==> src/rtl/irq_aggregator.sv <==
module irq_aggregator #(
  parameter int NGROUPS = 4,
  parameter int ADDR_W  = 4
) (
  input  logic                   clk,
  input  logic                   rst_n,
  input  logic [NGROUPS*8-1:0]   ev_i,
  input  logic                   wr_en,
  input  logic                   rd_en,
  input  logic [ADDR_W-1:0]      addr,
  input  logic [7:0]             wdata,
  output logic [7:0]             rdata,
  output logic                   irq_o
);
  localparam int W      = 8;
  localparam int NB     = NGROUPS * W;
  localparam int A_MASK = NGROUPS;
  localparam int A_CTRL = 2 * NGROUPS;
  localparam int A_SUM  = 2 * NGROUPS + 1;

  logic [NB-1:0]      st_q, mask_q, ev_q, clr_v;
  logic [NGROUPS-1:0] sum;
  logic               vis_q, pol_q;
  logic [7:0]         rd_mux;

  wire [NB-1:0] rise  = ev_i & ~ev_q;
  wire [NB-1:0] set_v = rise & ~(mask_q & {NB{~vis_q}});

  for (genvar g = 0; g < NGROUPS; g++) begin : g_grp
    assign clr_v[g*W +: W] = {W{rd_en && addr == ADDR_W'(g)}};
    assign sum[g] = |(st_q[g*W +: W] & ~mask_q[g*W +: W]);
  end

  assign irq_o = pol_q ? (|sum) : ~(|sum);

  always_comb begin
    rd_mux = '0;
    for (int g = 0; g < NGROUPS; g++) begin
      if (addr == ADDR_W'(g))          rd_mux = st_q[g*W +: W];
      if (addr == ADDR_W'(A_MASK + g)) rd_mux = mask_q[g*W +: W];
    end
    if (addr == ADDR_W'(A_CTRL)) rd_mux = {6'b0, pol_q, vis_q};
    if (addr == ADDR_W'(A_SUM))  rd_mux = W'(sum);
  end

  always_ff @(posedge clk) begin
    if (!rst_n) begin
      st_q   <= '0;
      mask_q <= '1;
      ev_q   <= '0;
      vis_q  <= 1'b0;
      pol_q  <= 1'b0;
      rdata  <= '0;
    end else begin
      st_q <= (st_q & ~clr_v) | set_v;
      ev_q <= ev_i;
      if (rd_en) rdata <= rd_mux;
      if (wr_en) begin
        for (int g = 0; g < NGROUPS; g++)
          if (addr == ADDR_W'(A_MASK + g)) mask_q[g*W +: W] <= wdata;
        if (addr == ADDR_W'(A_CTRL)) {pol_q, vis_q} <= wdata[1:0];
      end
    end
  end

  assert_reset_state_R1: assert property (@(posedge clk)
    !rst_n |=> (mask_q == '1 && st_q == '0 && irq_o == 1'b1));

  assert_rise_sets_R2: assert property (@(posedge clk) disable iff (!rst_n)
    (|(rise & ~mask_q)) |=> ((st_q & $past(rise & ~mask_q)) == $past(rise & ~mask_q)));

  for (genvar g = 0; g < NGROUPS; g++) begin : g_chk
    assert_read_clears_R3: assert property (@(posedge clk) disable iff (!rst_n)
      (rd_en && addr == ADDR_W'(g) && rise[g*W +: W] == '0) |=> st_q[g*W +: W] == '0);
  end

  assert_masked_dropped_R5: assert property (@(posedge clk) disable iff (!rst_n)
    !vis_q |=> ((st_q & ~$past(st_q) & $past(mask_q)) == '0));

  assert_pin_level_R8: assert property (@(posedge clk) disable iff (!rst_n)
    ((irq_o == pol_q) == (|(st_q & ~mask_q))));

  assert_unmask_fires_R9: assert property (@(posedge clk) disable iff (!rst_n)
    (wr_en && addr == ADDR_W'(A_MASK) && (|(st_q[W-1:0] & mask_q[W-1:0] & ~wdata))
     && !(rd_en && addr == '0)) |=> irq_o == pol_q);

  assert_status_wr_ignored_R10: assert property (@(posedge clk) disable iff (!rst_n)
    (wr_en && addr < ADDR_W'(NGROUPS) && !rd_en && rise == '0) |=> $stable(st_q));
endmodule

==> config.mk <==
export PLATFORM = sky130hd
export DESIGN_NAME = irq_aggregator
export DESIGN_NICKNAME = d
export VERILOG_FILES = /design/src/rtl/irq_aggregator.sv
export SDC_FILE = /design/constraint.sdc
export NUM_CORES = 1
export LEC_CHECK = 0
export ABC_CLOCK_PERIOD_IN_PS = 1300
export BUFFER_PORTS_ARGS = -buffer_cell sky130_fd_sc_hd__buf_4
export CAP_MARGIN = 10
export CORE_ASPECT_RATIO = 0.5
export CORE_UTILIZATION = 54
export CTS_BUF_LIST = sky130_fd_sc_hd__clkbuf_4
export DETAILED_ROUTE_END_ITERATION = 10
export PLACE_DENSITY_LB_ADDON = 0.2
export SYNTH_ARGS = -nofsm -noshare
export SYNTH_HDL_FRONTEND = slang
export SYNTH_SLANG_ARGS = --single-unit
==> constraint.sdc <==
create_clock -name clk -period 1.3 [get_ports clk]
set_input_delay 0.065 -clock clk [delete_from_list [all_inputs] [get_ports clk]]
set_output_delay 0.065 -clock clk [all_outputs]
set_load 0.02 [all_outputs]
==> results of run 1 <==
-- synthesized netlist by cell type, types with 2 or more instances --
cell      instances  area [sq um]
dfxtp_1         106          2120
nand2_1          79           297
nor2b_1          67           419
nand3_1          40           200
a21oi_1          36           180
and2_1           34           213
inv_1            33           124
nor3b_1          32           240
clkbuf_1         18          67.6
o22ai_1          16           100
o21ai_0          13          65.1
mux4_2           10           225
buf_2             7          35.0
nor2_1            7          26.3
o21ai_1           7          35.0
mux2i_1           6          60.1
a22oi_1           5          37.5
nand3b_1          4          30.0
nor4_1            3          18.8
o31ai_1           3          22.5
a21boi_0          2          15.0
buf_4             2          15.0
nand2b_1          2          12.5
nand4b_1          2          17.5
nor3b_2           2          25.0
-- sequential cells by signal, summed over array words and instances, names as in the netlist --
register / count
ev_q: 32
mask_q: 32
pol_q: 1
rdata: 8
st_q: 32
vis_q: 1
-- logic make-up (layout without fill, tap and decap cells) --
family | Yosys count | in the layout | share of synthesized area
XOR/XNOR | 1 | 1 | 0.00184
flip-flops | 106 | 106 | 0.446
buffers and inverters | 62 | 259 | 0.0539
AO/OA/AOI/OAI | 91 | 91 | 0.114
AND/OR/NAND/NOR | 278 | 278 | 0.324
multiplexers | 16 | 16 | 0.0600
-- worst reg2reg max path: stages (launching register included) --
cell     delay [ns]
dfxtp_2        0.36
inv_2          0.06
o22ai_2        0.06
or4_4          0.57
buf_4          0.16
buf_6          0.10
buf_6          0.10
buf_6          0.10
buf_6          0.10
buf_6          0.10
buf_6          0.10
o21ai_2        0.12
a22oi_1        0.09
-- report_power, final --
| group | internal, mW | switching [mW] | leakage [nW] |
|---|---|---|---|
| Sequential | 3.36 | 0.0533 | 0.868 |
| Clock | 0.601 | 1.17 | 0.0781 |
| Combinational | 0.512 | 0.442 | 1.81 |
| Total | 4.47 | 1.67 | 2.76 |
-- how the worst min path moves through the flow --
stage               startpoint        to  slack [ns]  depth (start not counted)
finish                   rst_n  rdata[1]        0.04                          5
detailed placement    ev_i[16]  ev_q[16]        0.28                          2
global placement      ev_i[30]  ev_q[30]        0.27                          2
CTS                      rst_n  rdata[1]        0.02                          5
global route             rst_n  rdata[1]        0.05                          5
floorplan              ev_i[0]   ev_q[0]        0.19                          1
-- repair_timing --
item,in CTS,in global routing
hold endpoints to repair,93,0
buffers inserted,10,2
gates resized for setup,53,24
gates cloned,0,0
hold buffers,44,0
pin swaps,16,11
setup endpoints to repair,9,22
-- layout by cell type, fill, tap and decap left out, drive strengths merged, types with 10 or more instances in the layout --
cell type and count:
buf 165, dfxtp 106, nand2 79, nor2b 67
dlygate4sd3 44, nand3 40, a21oi 36, inv 35
and2 34, nor3b 34, o21ai 20, o22ai 16
mux4 10
-- final cells by class --
| cell class | instances | area [sq um] | share of cell area |
|---|---|---|---|
| Clock buffer | 9 | 67.6 | 0.00991 |
| Multi-Input combinational cell | 386 | 2480 | 0.363 |
| Tap cell | 112 | 140 | 0.0206 |
| Clock inverter | 7 | 77.6 | 0.0114 |
| Inverter | 34 | 128 | 0.0187 |
| Timing Repair Buffer | 209 | 1770 | 0.260 |
| Sequential cell | 106 | 2150 | 0.316 |
-- per-stage QoR --
| stage | std cells | area [sq um] | setup WS, ns | power [mW] |
|---|---|---|---|---|
| global route | 863 | 6820 | -0.901 | 6.34 |
| detailed placement | 793 | 5950 | -0.353 | 4.25 |
| floorplan | 554 | 4760 | -0.199 | 3.86 |
| global placement | 793 | 5950 | -0.344 | 4.23 |
| CTS | 862 | 6750 | -0.840 | 6.11 |
| finish | 863 | 6820 | -0.836 | 6.14 |
-- routing by layer --
metal | up-vias | GRT usage | share of wire | wire, um
li1 | 2261 | - | - | -
met1 | 2254 | 0.413 | 0.42 | 6350
met2 | 245 | 0.563 | 0.45 | 6770
met3 | 55 | 0.105 | 0.098 | 1480
met4 | 0 | 0.157 | 0.033 | 504
met5 | - | 0 | 0 | 0
==> out/summary.txt, run 1 <==
f_max: 0.468 GHz
critical path launch point type: flip-flop
Avg WL per Cell: 17.5 um
worst-margin pin slew: 0.497 ns
Yosys Warn Count: 0
CTS tree: yes
share of cells above drive strength 1: 0.329
Final Hold Violating Endpoints: 0
Synth Flop Type: dfxtp_1
Max-Cap Viols: 0
count of pins over their slew limit: 0
RSZ-0062 raised after global routing: true
via count: 4815
PnR worst setup slack: -0.836 ns
terminus of the critical flop-to-flop path: rdata[1]
Crit-path slowest cell: or4_4
port bufs: 56
Mapped Cells: 554
worst reg2reg startpoint: st_q[8]
Async S/R FF share, synth: 0
Clock transition at path regs: 0.16 ns
Seq/Total Area, Yosys: 0.446
first drt pass iteration count: 5
Final #Nets: 794
first-pass GRT wire length: 23.0 mm
family with the most delay on the worst path: simple AND/OR/NAND/NOR gates
clk sinks: 106
Slew headroom: 0.668
H-Tree Depth: 3
Num CTS Buffers: 9
Post-synth EDFFs: 0
I/O pins: 57
largest net degree at the start of global routing: 60
Reg2Reg Setup Slack: -0.81 ns
Mean Syn Cell Area: 8.58 sq um
FF+latch count, synth: 106
status: complete, but fails checks
final setup vio count: 9
FILL cells: 498
Worst Path Arrival: 2.07 ns
Placer Congestion: 0.917
worst path required time: 1.24 ns
Initial Util: 0.576
total grt overflow: 0
CP Max Fanout: 2
Core Box Area: 8260 sq um
DR iter-0 viols: 462
critical-path cell list: inv_2 -> o22ai_2 -> or4_4 -> nand4b_1 -> xnor2_2 -> buf_4
vias in the first global route: 4600
post-layout util: 0.825
Fin Setup TNS: -2.42 ns
buffer depth of the longest clock path: 2
Hold Slack: 0.0409 ns
skew final: 0.0172 ns
antenna cells: 0
peak supply drop: 516 uV
Final min period: 2.14 ns
Root Driver: clkbuf_4
P per Cell Area: 901 nW/um^2
Tightest Hold Check Type: in -> reg
Syn Nets: 602
Worst Reg-to-Reg Cells: 12
clock latency on the worst-skew pair: 0.49 ns
final wirelength: 15.1 mm
Max stage delay on crit path: 0.57 ns
die height: 68.4 um
LEAKAGE: 2.76 nW
worst path bufs/invs: 2
initial antenna violation count: 0
Netlist Area Pre-Place: 4750 sq um
Die W: 135 um
CP startpoint: st_q[8]
Via density: 5.58
Yosys cell types: 43
kind of critical path: reg -> out
HPWL after DPL: 9.79 mm
Levels on crit path: 6
Die ar.: 9210 sq um
Total GRT Usage: 0.339
CP endpoint kind: primary output
CP endpoint: irq_o
area grow syn2layout: 43.4%
post-route ant nets: 0
failing checks: setup timing
Final period util: 1.64
num rows: 23
DRC viols: 0
(Power assumes the default switching activity.)
==> run 2, diff against run 1 <==
Settings changed: SKIP_CTS_REPAIR_TIMING set to 1.
==> out/summary.txt, run 2 (same netlist as run 1, synthesis figures left out) <==
status: complete, but fails checks (unchanged)
failing checks: setup timing (unchanged)
LEAKAGE: 2.71 nW (was 2.76 nW)
first-pass GRT wire length: 20.9 mm (was 23.0 mm)
most frequent cells in the layout: 141 x buf_4, 85 x dfxtp_1, 79 x nand2_1, 67 x nor2b_1, 44 x dlygate4sd3_1 (was 142 x buf_4, 80 x dfxtp_1, 78 x nand2_1, 67 x nor2b_1, 44 x dlygate4sd3_1)
area grow syn2layout: 40.7% (was 43.4%)
commonest non-fill, non-tap cell in the layout: buf_4 (unchanged)
Placer Congestion: 0.917 (unchanged)
CP endpoint kind: primary output (unchanged)
num rows: 23 (unchanged)
antenna cells: 0 (unchanged)
Max-Cap Viols: 0 (unchanged)
Hold Path Stages: 5 (unchanged)
Final period util: 1.66 (was 1.64)
vias in the first global route: 4102 (was 4600)
die height: 68.4 um (unchanged)
P per Cell Area: 911 nW/um^2 (was 901 nW/um^2)
via count: 4701 (was 4815)
DP Worst Slack: -0.353 ns (unchanged)
largest net degree at the start of global routing: 60 (unchanged)
Via density: 5.50 (was 5.58)
Die W: 135 um (unchanged)
I/O pins: 57 (unchanged)
critical-path cell list: o22ai_2 -> or4_4 -> nand4b_1 -> xnor2_2 -> buf_4 (was inv_2 -> o22ai_2 -> or4_4 -> nand4b_1 -> xnor2_2 -> buf_4)
total grt overflow: 0 (unchanged)
initial antenna violation count: 0 (unchanged)
share of cells above drive strength 1: 0.303 (was 0.329)
Total GRT Usage: 0.307 (was 0.339)
CTS tree: yes (unchanged)
post-route ant nets: 0 (unchanged)
terminus of the critical flop-to-flop path: rdata[6] (was rdata[1])
final setup vio count: 9 (unchanged)
Final min period: 2.15 ns (was 2.14 ns)
Die ar.: 9210 sq um (unchanged)
CP Max Fanout: 2 (unchanged)
Tightest Hold Check Type: in -> reg (unchanged)
Avg WL per Cell: 16.6 um (was 17.5 um)
FILL cells: 560 (was 498)
Initial Util: 0.576 (unchanged)
Final #Nets: 786 (was 794)
Root Driver: clkbuf_4 (unchanged)
worst path bufs/invs: 1 (was 2)
clock latency on the worst-skew pair: 0.49 ns (about the same)
NetSw: 1.63 mW (was 1.67 mW)
Fin Setup TNS: -1.78 ns (was -2.42 ns)
Hold Crit Start: rst_n (unchanged)
DR iter-0 viols: 362 (was 462)
RSZ-0062 raised after global routing: true (unchanged)
Clock transition at path regs: 0.17 ns (was 0.16 ns)
skew final: 0.0226 ns (was 0.0172 ns)
HPWL after DPL: 9.79 mm (unchanged)
Core Box Area: 8260 sq um (unchanged)
Final Hold Violating Endpoints: 0 (unchanged)
DRC viols: 0 (unchanged)
f_max: 0.464 GHz (was 0.468 GHz)
port bufs: 56 (unchanged)
kind of critical path: reg -> out (unchanged)
count of pins over their slew limit: 0 (unchanged)
switching part of the total: 0.267 (was 0.271)
PnR worst setup slack: -0.853 ns (was -0.836 ns)
peak supply drop: 469 uV (was 516 uV)
multi-input logic area: 2440 sq um (was 2480 sq um)
clk sinks: 106 (unchanged)
first drt pass iteration count: 5 (unchanged)
H-Tree Depth: 3 (unchanged)
P_int: 4.46 mW (was 4.47 mW)
sequential share of power: 0.560 (was 0.556)
critical path launch point type: flip-flop (unchanged)
FF+latch area: 2150 sq um (about the same)
Slew headroom: 0.674 (was 0.668)
Regs by FF count: ev_q: 32 flops, mask_q: 32 flops, st_q: 32 flops (unchanged)
Crit-path slowest cell: or4_4 (unchanged)
final wirelength: 14.2 mm (was 15.1 mm)
Num CTS Buffers: 9 (unchanged)
worst path required time: 1.24 ns (about the same)
Worst Path Arrival: 2.09 ns (was 2.07 ns)
Reg2Reg Setup Slack: -0.16 ns (was -0.81 ns)
buffer depth of the longest clock path: 2 (unchanged)
Worst Reg-to-Reg Cells: 5 (was 12)
worst-margin pin slew: 0.489 ns (was 0.497 ns)
Clock power frac: 0.288 (was 0.289)
worst reg2reg startpoint: mask_q[14] (was st_q[8])
Max stage delay on crit path: 0.55 ns (was 0.57 ns)
family with the most delay on the worst path: simple AND/OR/NAND/NOR gates (unchanged)
Hold Crit Endpoint: rdata[1] (unchanged)
Gate power share: 0.152 (was 0.155)
[run 2: cell types whose count changed in the layout (fill, tap and decap cells not counted), moves of 2 or more]
cell     delta
dfxtp_1     +5
buf_6       -7
o21ai_2     -2
dfxtp_2     -5
[run 2: layout make-up]
cell class	count	share of cell area
clock buffers	9	0.0101
clock inverters	7	0.0116
inverters	34	0.0191
multi-input cells	386	0.365
flip-flops and latches	106	0.321
well taps	112	0.0210
repair buffers	201	0.252
[run 2: power by group through the flow]
stage	combinational, mW	sequential, mW	clock, mW
after floorplan	0.375	3.49	0
after global placement	0.757	3.47	0
after detailed placement	0.773	3.47	0
after CTS	0.777	3.41	1.79
after global routing	0.989	3.42	1.89
final	0.923	3.41	1.76
[run 2: how the worst max path moves through the flow]
| stage | from | to | slack (ns) | cells after the start |
|---|---|---|---|---|
| 6_report | mask_q[14] | irq_o | -0.85 | 5 |
| 5_1_grt | st_q[10] | irq_o | -0.94 | 6 |
| 4_1_cts | st_q[8] | irq_o | -0.89 | 6 |
| 3_5_place_dp | st_q[8] | irq_o | -0.35 | 6 |
| 3_3_place_gp | st_q[8] | irq_o | -0.34 | 6 |
| 2_1_floorplan | mask_q[11] | irq_o | -0.20 | 4 |
[run 2: worst reg2reg max path, delay by kind of cell (launching register included)]
family	cells	cell delay (ns)
flops	1	0.37
mux	1	0.51
buf+inv	2	0.21
compound gates	2	0.26
[run 2: per-layer routing]
layer / routed length (um) / share of wire / vias to the layer above / track usage
met3: 1200 / 0.085 / 43 / 0.0822
li1: - / - / 2248 / -
met5: 0 / 0 / - / 0
met1: 6300 / 0.44 / 2209 / 0.397
met4: 364 / 0.026 / 0 / 0.0955
met2: 6370 / 0.45 / 201 / 0.507
[run 2: stage by stage]
| step | util | total power, mW | area, sq um | hold slack (ns) | instances |
|---|---|---|---|---|---|
| finish | 0.810 | 6.09 | 6690 | 0.0628 | 855 |
| global route | 0.810 | 6.31 | 6690 | 0.0716 | 855 |
| CTS | 0.738 | 5.98 | 6090 | -0.251 | 809 |
| detailed placement | 0.720 | 4.25 | 5950 | 0.277 | 793 |
| global placement | 0.720 | 4.23 | 5950 | 0.272 | 793 |
| floorplan | - | 3.86 | 4760 | 0.187 | 554 |
